--- src/rtl/irqArbPkg.sv ---
package irqArbPkg;

  // Strobes from the control to the level-tracking datapath
  typedef struct packed {
    logic push;   // new handler entered: save level, adopt winner level
    logic pop;    // handler returned: restore saved level
    logic swap;   // return and entry in one cycle: adopt winner level, keep depth
  } lvlStrobe_t;

endpackage

--- src/rtl/irqArbDatapath.sv ---
module irqArbDatapath #(
  parameter int NUM_SRC = 8,
  parameter int LVL_W   = 3,
  parameter int PRIO_W  = 2,
  localparam int ID_W   = (NUM_SRC > 1) ? $clog2(NUM_SRC) : 1
) (
  input  logic                             clk,
  input  logic                             rstN,
  input  logic [NUM_SRC-1:0]               srcPend,
  input  logic [NUM_SRC-1:0]               srcEn,
  input  logic [NUM_SRC-1:0][LVL_W-1:0]    srcLevel,
  input  logic [NUM_SRC-1:0][PRIO_W-1:0]   srcPrio,
  input  logic [NUM_SRC-1:0]               srcVec,
  input  logic                             globalIe,
  input  irqArbPkg::lvlStrobe_t            strobe,
  output logic                             ieQ,
  output logic                             winValid,
  output logic [ID_W-1:0]                  winId,
  output logic [LVL_W-1:0]                 winLevel,
  output logic                             winVec,
  output logic [LVL_W-1:0]                 curLevel
);

  localparam int DEPTH   = (1 << LVL_W) - 1;
  localparam int SP_W    = $clog2(DEPTH + 1);
  localparam int ENTRIES = 1 << SP_W;

  // ---------------- input capture stage ----------------
  logic [NUM_SRC-1:0]             pendQ, enQ, vecQ;
  logic [NUM_SRC-1:0][LVL_W-1:0]  lvlQ;
  logic [NUM_SRC-1:0][PRIO_W-1:0] prioQ;

  always_ff @(posedge clk or negedge rstN) begin
    if (!rstN) begin
      pendQ <= '0;
      enQ   <= '0;
      vecQ  <= '0;
      lvlQ  <= '0;
      prioQ <= '0;
      ieQ   <= 1'b0;
    end else begin
      pendQ <= srcPend;
      enQ   <= srcEn;
      vecQ  <= srcVec;
      lvlQ  <= srcLevel;
      prioQ <= srcPrio;
      ieQ   <= globalIe;
    end
  end

  // ---------------- arbitration chain ----------------
  logic              stValid [NUM_SRC+1];
  logic [ID_W-1:0]   stId    [NUM_SRC+1];
  logic [LVL_W-1:0]  stLvl   [NUM_SRC+1];
  logic [PRIO_W-1:0] stPrio  [NUM_SRC+1];
  logic              stVec   [NUM_SRC+1];

  assign stValid[0] = 1'b0;
  assign stId[0]    = '0;
  assign stLvl[0]   = '0;
  assign stPrio[0]  = '0;
  assign stVec[0]   = 1'b0;

  for (genvar i = 0; i < NUM_SRC; i++) begin : g_stage
    logic eligible;
    logic beats;
    assign eligible = pendQ[i] & enQ[i];
    // later index replaces on a full tie, so the higher ID wins
    assign beats = eligible &
                   (~stValid[i] | ({lvlQ[i], prioQ[i]} >= {stLvl[i], stPrio[i]}));
    assign stValid[i+1] = stValid[i] | eligible;
    assign stId[i+1]    = beats ? ID_W'(i)  : stId[i];
    assign stLvl[i+1]   = beats ? lvlQ[i]   : stLvl[i];
    assign stPrio[i+1]  = beats ? prioQ[i]  : stPrio[i];
    assign stVec[i+1]   = beats ? vecQ[i]   : stVec[i];
  end

  assign winValid = stValid[NUM_SRC];
  assign winId    = stId[NUM_SRC];
  assign winLevel = stLvl[NUM_SRC];
  assign winVec   = stVec[NUM_SRC];

  // ---------------- running-level stack ----------------
  logic [LVL_W-1:0] savedLvl [ENTRIES];
  logic [SP_W-1:0]  spQ;
  logic [LVL_W-1:0] curQ;

  always_ff @(posedge clk or negedge rstN) begin
    if (!rstN) begin
      spQ  <= '0;
      curQ <= '0;
    end else if (strobe.push) begin
      if (spQ != SP_W'(DEPTH)) begin
        spQ  <= spQ + 1'b1;
        curQ <= winLevel;
      end
    end else if (strobe.pop) begin
      if (spQ != '0) begin
        spQ  <= spQ - 1'b1;
        curQ <= savedLvl[spQ - 1'b1];
      end
    end else if (strobe.swap) begin
      curQ <= winLevel;
    end
  end

  always_ff @(posedge clk) begin
    if (strobe.push && spQ != SP_W'(DEPTH)) begin
      savedLvl[spQ] <= curQ;
    end
  end

  assign curLevel = curQ;

endmodule

--- src/rtl/irqArbCtrl.sv ---
module irqArbCtrl #(
  parameter int LVL_W = 3
) (
  input  logic                   ieQ,
  input  logic                   winValid,
  input  logic [LVL_W-1:0]       winLevel,
  input  logic [LVL_W-1:0]       curLevel,
  input  logic                   takeAck,
  input  logic                   handlerRet,
  output logic                   takeReq,
  output irqArbPkg::lvlStrobe_t  strobe
);

  logic accepted;

  always_comb begin
    takeReq  = ieQ & winValid & (winLevel > curLevel);
    accepted = takeAck & takeReq;
    strobe.push = accepted & ~handlerRet;
    strobe.pop  = handlerRet & ~accepted;
    strobe.swap = accepted & handlerRet;
  end

endmodule

--- src/rtl/irqPreemptArb.sv ---
module irqPreemptArb #(
  parameter int NUM_SRC = 8,
  parameter int LVL_W   = 3,
  parameter int PRIO_W  = 2,
  localparam int ID_W   = (NUM_SRC > 1) ? $clog2(NUM_SRC) : 1
) (
  input  logic                           clk,
  input  logic                           rstN,
  input  logic [NUM_SRC-1:0]             srcPend,
  input  logic [NUM_SRC-1:0]             srcEn,
  input  logic [NUM_SRC-1:0][LVL_W-1:0]  srcLevel,
  input  logic [NUM_SRC-1:0][PRIO_W-1:0] srcPrio,
  input  logic [NUM_SRC-1:0]             srcVec,
  input  logic                           globalIe,
  input  logic                           takeAck,
  input  logic                           handlerRet,
  output logic                           takeReq,
  output logic                           winValid,
  output logic [ID_W-1:0]                winId,
  output logic [LVL_W-1:0]               winLevel,
  output logic                           winVec,
  output logic [LVL_W-1:0]               curLevel
);

  irqArbPkg::lvlStrobe_t strobe;
  logic ieQ;

  irqArbDatapath #(.NUM_SRC(NUM_SRC), .LVL_W(LVL_W), .PRIO_W(PRIO_W)) u_dp (
    .clk(clk), .rstN(rstN),
    .srcPend(srcPend), .srcEn(srcEn), .srcLevel(srcLevel),
    .srcPrio(srcPrio), .srcVec(srcVec), .globalIe(globalIe),
    .strobe(strobe), .ieQ(ieQ),
    .winValid(winValid), .winId(winId), .winLevel(winLevel),
    .winVec(winVec), .curLevel(curLevel)
  );

  irqArbCtrl #(.LVL_W(LVL_W)) u_ctrl (
    .ieQ(ieQ), .winValid(winValid), .winLevel(winLevel), .curLevel(curLevel),
    .takeAck(takeAck), .handlerRet(handlerRet),
    .takeReq(takeReq), .strobe(strobe)
  );

endmodule

--- config.mk ---
export PLATFORM = sky130hd
export DESIGN_NAME = irqPreemptArb
export DESIGN_NICKNAME = d
export VERILOG_FILES = /design/src/rtl/irqArbPkg.sv /design/src/rtl/irqArbDatapath.sv /design/src/rtl/irqArbCtrl.sv /design/src/rtl/irqPreemptArb.sv
export SDC_FILE = /design/constraint.sdc
export NUM_CORES = 1
export LEC_CHECK = 0
export BUFFER_PORTS_ARGS = -buffer_cell sky130_fd_sc_hd__buf_2
export CAP_MARGIN = 10
export CELL_PAD_IN_SITES_DETAIL_PLACEMENT = 1
export CELL_PAD_IN_SITES_GLOBAL_PLACEMENT = 2
export CORE_MARGIN = 2
export CORE_UTILIZATION = 37
export CTS_CLUSTER_DIAMETER = 50
export DETAILED_ROUTE_END_ITERATION = 10
export GPL_TIMING_DRIVEN = 0
export PLACE_DENSITY_LB_ADDON = 0.1
export SKIP_LAST_GASP = 1
export SLEW_MARGIN = 20
export SYNTH_ARGS = -nofsm -noshare
export SYNTH_HDL_FRONTEND = slang
export SYNTH_HIERARCHICAL = 1
export SYNTH_SLANG_ARGS = --single-unit
--- constraint.sdc ---
create_clock -name clk -period 17.1 [get_ports clk]
set_input_delay 1.71 -clock clk [delete_from_list [all_inputs] [get_ports clk]]
set_output_delay 1.71 -clock clk [all_outputs]
set_load 0.03 [all_outputs]
* Word-level counts from Yosys, hierarchy flattened
Memory sizes are Yosys's and may differ from the RTL's.
Index checks and enable logic that the tools add are counted.
** Operators by class
- Reductions and logical operators :: 7
- Add/subtract/negate cells :: 2
- Div/mod/pow operators :: 0
- Multiply operators :: 0
- Muxes and demuxes :: 41
- $lt $le $gt $ge :: 8
- Bitwise operators :: 44
- Equality and inequality tests :: 3
- Shift operators :: 0
** Operator list (number)
- two-way mux 3 bit :: 23
- greater-or-equal comparator 5 bit :: 7
- AND 1 bit :: 21
- two-way mux 2 bit :: 7
- bitwise OR 1 bit :: 14
- two-way mux 1 bit :: 11
- NOT 1 bit :: 9
- AND reduction 3 bit :: 2
- nonzero test 3 bit :: 2
- nonzero test 2 bit :: 2
- adder 3 x 1 -> 3 bit (second input constant) :: 1
- greater-than comparator 3 bit :: 1
- != test 3 x 1 -> 1 bit (second input constant) :: 1
- != test 3 bit (second input constant) :: 1
- subtractor 3 x 1 -> 3 bit (second input constant) :: 1
- != test 2 bit (second input constant) :: 1
- logical AND 1 bit :: 1
** Word-level totals
- Output and inout bits :: 12
- Input port bits :: 69
- Memories :: 1
- Bits in latches :: 0
- Memory bits (read-only) :: 0
- Word-level logic and storage cells :: 128
- Flip-flop bits (word level) :: 71
- Memory bits (writable) :: 24
** Memories
- u_dp.savedLvl :: words 8, bits a word 3, read ports 1, clocked after Yosys merged registers in 0, wr ports 1, line irqArbDatapath.sv:84 : logic [LVL_W-1:0] savedLvl [ENTRIES];

* Logic depth before layout (Yosys ltp)
- Depth in word-level cells :: 37
- Mapped depth :: 76
- Depth with buffers taken out :: 73

* By module
The synthesis kept the hierarchy.
** Modules (own cells, without submodules)
- irqArbDatapath :: seq. area each 2497.4 µm², area each 4834.6 µm², cells each 438, instances 1
- irqArbCtrl :: seq. area each 0.0 µm², area each 115.1 µm², cells each 16, instances 1

* Worst setup path after synthesis
OpenSTA, ideal clock, no wires.
- Path kind :: register to output
- Start :: register u_dp.pendQ[0]
- End :: output port takeReq
- Arrival :: 13.030 ns
- Slack :: 2.360 ns
- Buffers on the path :: 3
- Stages on the path, launching flop included :: 66
- Data required time :: 15.390 ns
- Path through :: dfrtp_1 -> and2_2 -> nand2_1 -> ha_1 -> and3b_1 -> a21oi_1 -> a21o_1 -> buf_2 -> mux2_2 -> ha_1 -> nor3b_1 -> nand3_1 -> a211oi_1 -> a311oi_2 -> and4_4 -> nor2_1 -> o21ai_0 -> ha_1 -> (+30 left out) -> o31a_4 -> nand2_1 -> o21ai_0 -> ha_1 -> nand2b_1 -> a21o_1 -> a21oi_1 -> nor2b_1 -> o21ai_0 -> a21o_1 -> buf_1 -> nor2_1 -> a21oi_1 -> inv_1 -> ha_1 -> nand3_1 -> nand3_1 -> nor2_1
** Between the ends
- Longest elaborated chain between the ends :: 32
- Elaborated cells on any way between the ends :: 54
- Classes of those cells :: order compare: 8; mux: 15; bitwise: 31
** RTL lines
- start: declaration :: line irqArbDatapath.sv:29 : logic [NUM_SRC-1:0] pendQ, enQ, vecQ;
- start signal: assignment :: line irqArbDatapath.sv:42 : pendQ <= srcPend;
- AND 1 bit (*) :: line irqArbDatapath.sv:67 : assign eligible = pendQ[i] & enQ[i];
- two-way mux 2 bit or two-way mux 3 bit (tied branches) :: line irqArbDatapath.sv:74, irqArbDatapath.sv:73
- greater-or-equal comparator 5 bit :: line irqArbDatapath.sv:70 : (~stValid[i] | ({lvlQ[i], prioQ[i]} >= {stLvl[i], stPrio[i]}));
- bitwise OR 1 bit :: line irqArbDatapath.sv:70
- AND 1 bit :: line irqArbDatapath.sv:69 : assign beats = eligible &
- two-way mux 2 bit or two-way mux 3 bit (tied branches) :: line irqArbDatapath.sv:74, irqArbDatapath.sv:73
- greater-or-equal comparator 5 bit :: line irqArbDatapath.sv:70
- bitwise OR 1 bit :: line irqArbDatapath.sv:70
- (+17 left out)
- two-way mux 2 bit or two-way mux 3 bit (tied branches) :: line irqArbDatapath.sv:74, irqArbDatapath.sv:73
- greater-or-equal comparator 5 bit :: line irqArbDatapath.sv:70
- bitwise OR 1 bit :: line irqArbDatapath.sv:70
- AND 1 bit :: line irqArbDatapath.sv:69
- two-way mux 3 bit (*) :: line irqArbDatapath.sv:73 : assign stLvl[i+1] = beats ? lvlQ[i] : stLvl[i];
- via winLevel[0] :: line irqPreemptArb.sv:20 : output logic [LVL_W-1:0] winLevel,
- greater-than comparator 3 bit (*) :: line irqArbCtrl.sv:17 : takeReq = ieQ & winValid & (winLevel > curLevel);
- AND 1 bit (*) :: line irqArbCtrl.sv:17
- end: declaration :: line irqPreemptArb.sv:17 : output logic takeReq,
Mark *: on every way through the listed nets, which the timed path passes. The rest lies on a longest branch.

* Worst setup path after layout
- Start :: register u_dp.pendQ[0]
- End :: output port takeReq
** Between the ends
- Longest elaborated chain between the ends :: 32
- Elaborated cells on any way between the ends :: 54
- Classes of those cells :: order compare: 8; mux: 15; bitwise: 31
** RTL lines (line)
- AND 1 bit (*) :: irqArbDatapath.sv:67
- two-way mux 2 bit or two-way mux 3 bit (tied branches) :: irqArbDatapath.sv:74, irqArbDatapath.sv:73
- greater-or-equal comparator 5 bit :: irqArbDatapath.sv:70
- bitwise OR 1 bit :: irqArbDatapath.sv:70
- AND 1 bit :: irqArbDatapath.sv:69
- two-way mux 2 bit or two-way mux 3 bit (tied branches) :: irqArbDatapath.sv:74, irqArbDatapath.sv:73
- greater-or-equal comparator 5 bit :: irqArbDatapath.sv:70
- bitwise OR 1 bit :: irqArbDatapath.sv:70
- (+16 left out)
- AND 1 bit :: irqArbDatapath.sv:69
- two-way mux 2 bit or two-way mux 3 bit (tied branches) :: irqArbDatapath.sv:74, irqArbDatapath.sv:73
- greater-or-equal comparator 5 bit :: irqArbDatapath.sv:70
- bitwise OR 1 bit :: irqArbDatapath.sv:70
- AND 1 bit :: irqArbDatapath.sv:69
- two-way mux 3 bit :: irqArbDatapath.sv:73
- greater-than comparator 3 bit :: irqArbCtrl.sv:17
- AND 1 bit (*) :: irqArbCtrl.sv:17
Every way passes the cells marked *; elsewhere a longest branch is shown, timed or not.

==> metrics.md <==
| Metric | Value |
|---|---|
| Internal | `0.000479 W` |
| Post-Place Cell Area | `5590 sq um` |
| Final count of pins violating max slew | `0` |
| CTS buffer count | `9` |
| GRT overflow | `0` |
| First-pass GRT wire length | `19,400 um` |
| Buffers on Ports | `80` |
| Residual DRC count | `0` |
| Placed Cells | `711` |
| Critical Path Fanout Max | `10` |
| Vias in the first global route | `3,866` |
| CP max stage cell | `dfrtp_1` |
| Post-CTS Setup Bufs | `0` |
| Mapped Avg Cell Area | `10.9 sq um` |
| Non-Filler Instances | `726` |
| Drt first pass iters | `4` |
| Post-Syn Area | `4950 sq um` |
| Part of the power in registers | `0.373` |
| Top_reg_cell synth | `dfrtp_1` |
| Fin crit period | `15.89 ns` |
| Net Sw Frac | `0.362` |
| Initial Util | `0.377` |
| Antenna cell count | `0` |
| Switch Pwr | `0.000271 W` |
| Gr usage total | `0.176` |
| Clock Tree Buf Depth | `2` |
| GPL Wtd Cong | `a little over 0.8` |
| CTS tree | `done` |
| CTS Root Cell | `clkbuf_16` |
| Via count | `3,721` |
| Clk pwr share | `0.273` |
| Critical path type | `reg2out` |
| Hold_sp | `u_dp/lvlQ[22]` |
| Pwr dens | `127 nW/um^2` |
| Die area | `14,300 sq um` |
| CP arrival | `~14 ns` |
| Fin. Hold Viols | `0` |
| Setup TNS | `0 ns` |
| Final setup vio count | `0` |
| FF+latch count, synth | `95` |
| Cells after synthesis | `454` |
| Die height | `120 um` |
| HPWL after DPL | `around 9600 um` |
| Layout cells sized above 1 | `0.253` |
| Sink Count | `95` |
| Area growth from synthesis to layout | `19.2%` |
| Critical path's top delay family | `compound AO/OA/AOI/OAI gates` |
| Wire per inst | `about 17 um` |
| Die X | `between 100 and 150 um` |
| Hold-fix buffers at CTS | `0` |
| FF-to-FF Start | `u_dp/pendQ[0]` |
| Worst vdd ir | `0.0554 mV` |
| Worst-path clk slew | `0.07 ns` |
| Drt total wl | `12,000 um` |
| Standard-cell row count | `42` |
| PostCTS Resize Cnt | `0` |
| Pin count of the biggest net entering global routing | `between 40 and 50` |
| Hold Crit Class | `reg2reg` |
| Leak | `2.65 nW` |
| Clock Latency Late Sink | `0.35 ns` |
| Comb pwr share | `0.354` |
| EDFF count, synth | `24` |
| Top routing layer in use | `met4` |
| Slew HR | `0.568` |
| Crit path largest cell delay | `0.41 ns` |
| Met3 wire length | `379 um` |
| Met1 Wirelength | `5580 um` |
| Part of the cycle the worst path needs | `0.929` |
| Crit path buf inv count | `5` |
| Max-cap viol count | `0` |
| Core area | `13,100 sq um` |
| H-tree depth | `3` |
| Setup crit start | `u_dp/pendQ[0]` |
| Critical Path Source Type | `flip-flop` |
| Synth warn | `6` |
| Synth cell types | `64` |
| I/O pin count | `81` |
| Least-Margin Pin Slew | `0.648 ns` |
| Met2 routed WL | `5860 um` |
| Mapped Nets | `approximately 560` |
| Clock Skews | `0.00737 ns` |
| RSZ-0062 raised after global routing | `no` |
| Top cell by count, worst path | `ha_1` |
| Status | `completed` |
| Final instance area | `5900 sq um` |
| DR iter-0 viols | `between 100 and 150` |
| Ys async rst share | `0.747` |
| Initial antenna violation count | `0` |
| Worst Path Required | `roughly 15 ns` |
| CP Capture Type | `primary output` |
| Drt via density | `5.13` |
| Sequential fraction of the synthesis area | `0.505` |
| NumNets Final | `between 600 and 700` |
| ANT nets after route | `0` |
| Fmax | `0.0629 GHz` |
[state kept, by name, summed over array words and instances, names as in the netlist]
name / cells
u_dp/enQ: 8
u_dp/pendQ: 8
u_dp/savedLvl: 24
u_dp/vecQ: 8
u_dp/ieQ: 1
u_dp/spQ: 3
u_dp/curLevel: 3
u_dp/lvlQ: 24
u_dp/prioQ: 16
[stage by stage]
stage / hold slack, ns / util / setup slack (ns) / power [W]
after detailed placement: 0.615 / 0.426 / 0.736 / 0.000554
after global routing: 0.677 / 0.449 / 0.00666 / 0.000805
after global placement: 0.594 / 0.424 / 0.875 / 0.000543
after floorplan: 0.545 / - / 2.36 / 0.000471
after CTS: 0.631 / 0.449 / 0.265 / 0.000764
final: 0.622 / 0.449 / 1.21 / 0.000750
[cells in the mapped netlist, types with 4 or more instances]
library cell | instances | area share
dfrtp_1 | 71 | 0.36
nand2_1 | 46 | 0.035
nor2_1 | 41 | 0.031
ha_1 | 33 | 0.083
a21oi_1 | 29 | 0.029
inv_1 | 29 | 0.022
edfxtp_1 | 24 | 0.15
o21ai_0 | 23 | 0.023
a21o_1 | 13 | 0.020
nand3_1 | 12 | 0.012
mux2i_1 | 9 | 0.018
nor2b_1 | 8 | 0.010
mux2_2 | 7 | 0.016
o31ai_1 | 7 | 0.011
mux4_2 | 6 | 0.027
nand2b_1 | 6 | 0.0076
nor3_1 | 6 | 0.0061
a211oi_1 | 5 | 0.0076
nand4_1 | 5 | 0.0063
o211ai_1 | 4 | 0.0061
o21a_1 | 4 | 0.0061
[routing by layer]
| metal | vias up | global-route usage |
|---|---|---|
| li1 | 1835 | - |
| met1 | 1819 | 0.231 |
| met2 | 57 | 0.298 |
| met3 | 10 | 0.0276 |
| met4 | 0 | 0.0618 |
| met5 | - | 0 |
[power groups by stage]
stage / clock network [W] / logic [W] / registers (W)
2_1_floorplan: 0 / 0.000188 / 0.000283
3_5_place_dp: 0 / 0.000268 / 0.000286
6_report: 0.000204 / 0.000266 / 0.000280
3_3_place_gp: 0 / 0.000259 / 0.000284
4_1_cts: 0.000211 / 0.000271 / 0.000281
5_1_grt: 0.000222 / 0.000299 / 0.000284
[path summary, 6_finish.rpt]
kind	end	slack, ns	cells past startpoint
max	takeReq	1.21	66
min	u_dp/curLevel[1]	0.62	2
max reg2reg	u_dp/savedLvl[4][2]	1.77	69
min reg2reg	u_dp/curLevel[1]	0.62	2
max in group asynchronous	u_dp/prioQ[11]	15.27	2
min in group asynchronous	u_dp/pendQ[0]	1.28	1
[cell usage in the layout, fill, tap and decap left out, types with 5 or more instances in the layout]
master,instances
o21ai_0,23
o31ai_1,7
ha_1,33
nand2_1,46
a21oi_1,29
nor2b_1,8
dfrtp_1,71
inv_1,29
nand4_1,5
nor2_1,40
edfxtp_1,24
buf_2,81
nand3_1,12
mux2i_1,9
a21o_1,12
nand2b_1,6
mux2_2,7
clkbuf_16,9
a211oi_1,5
mux4_2,6
nor3_1,6
[final cells by class]
cell class              instances  area (sq um)
inverters                      29           109
clock inverters                 7          78.8
multi-input cells             324          2330
repair buffers                 81           423
clock buffers                   9           225
flip-flops and latches         95          2500
plain buffers                   5          21.3
fillers                      1502          7240
well taps                     176           220
[kinds of logic after synthesis]
kind of cell | count (synthesis) | synth area share
compound gates | 118 | 0.168
mux | 24 | 0.0675
fa+ha+maj | 36 | 0.0895
flops | 95 | 0.505
xor+xnor | 2 | 0.00354
simple gates | 144 | 0.140
buf+inv | 35 | 0.0270
[tightest hold or removal path, cell delays in order (launching register included)]
cell and delay [ns]:
dfrtp_1 0.38, o31ai_1 0.11, a21oi_2 0.09
No activity file was read; power rests on OpenSTA's default activity.
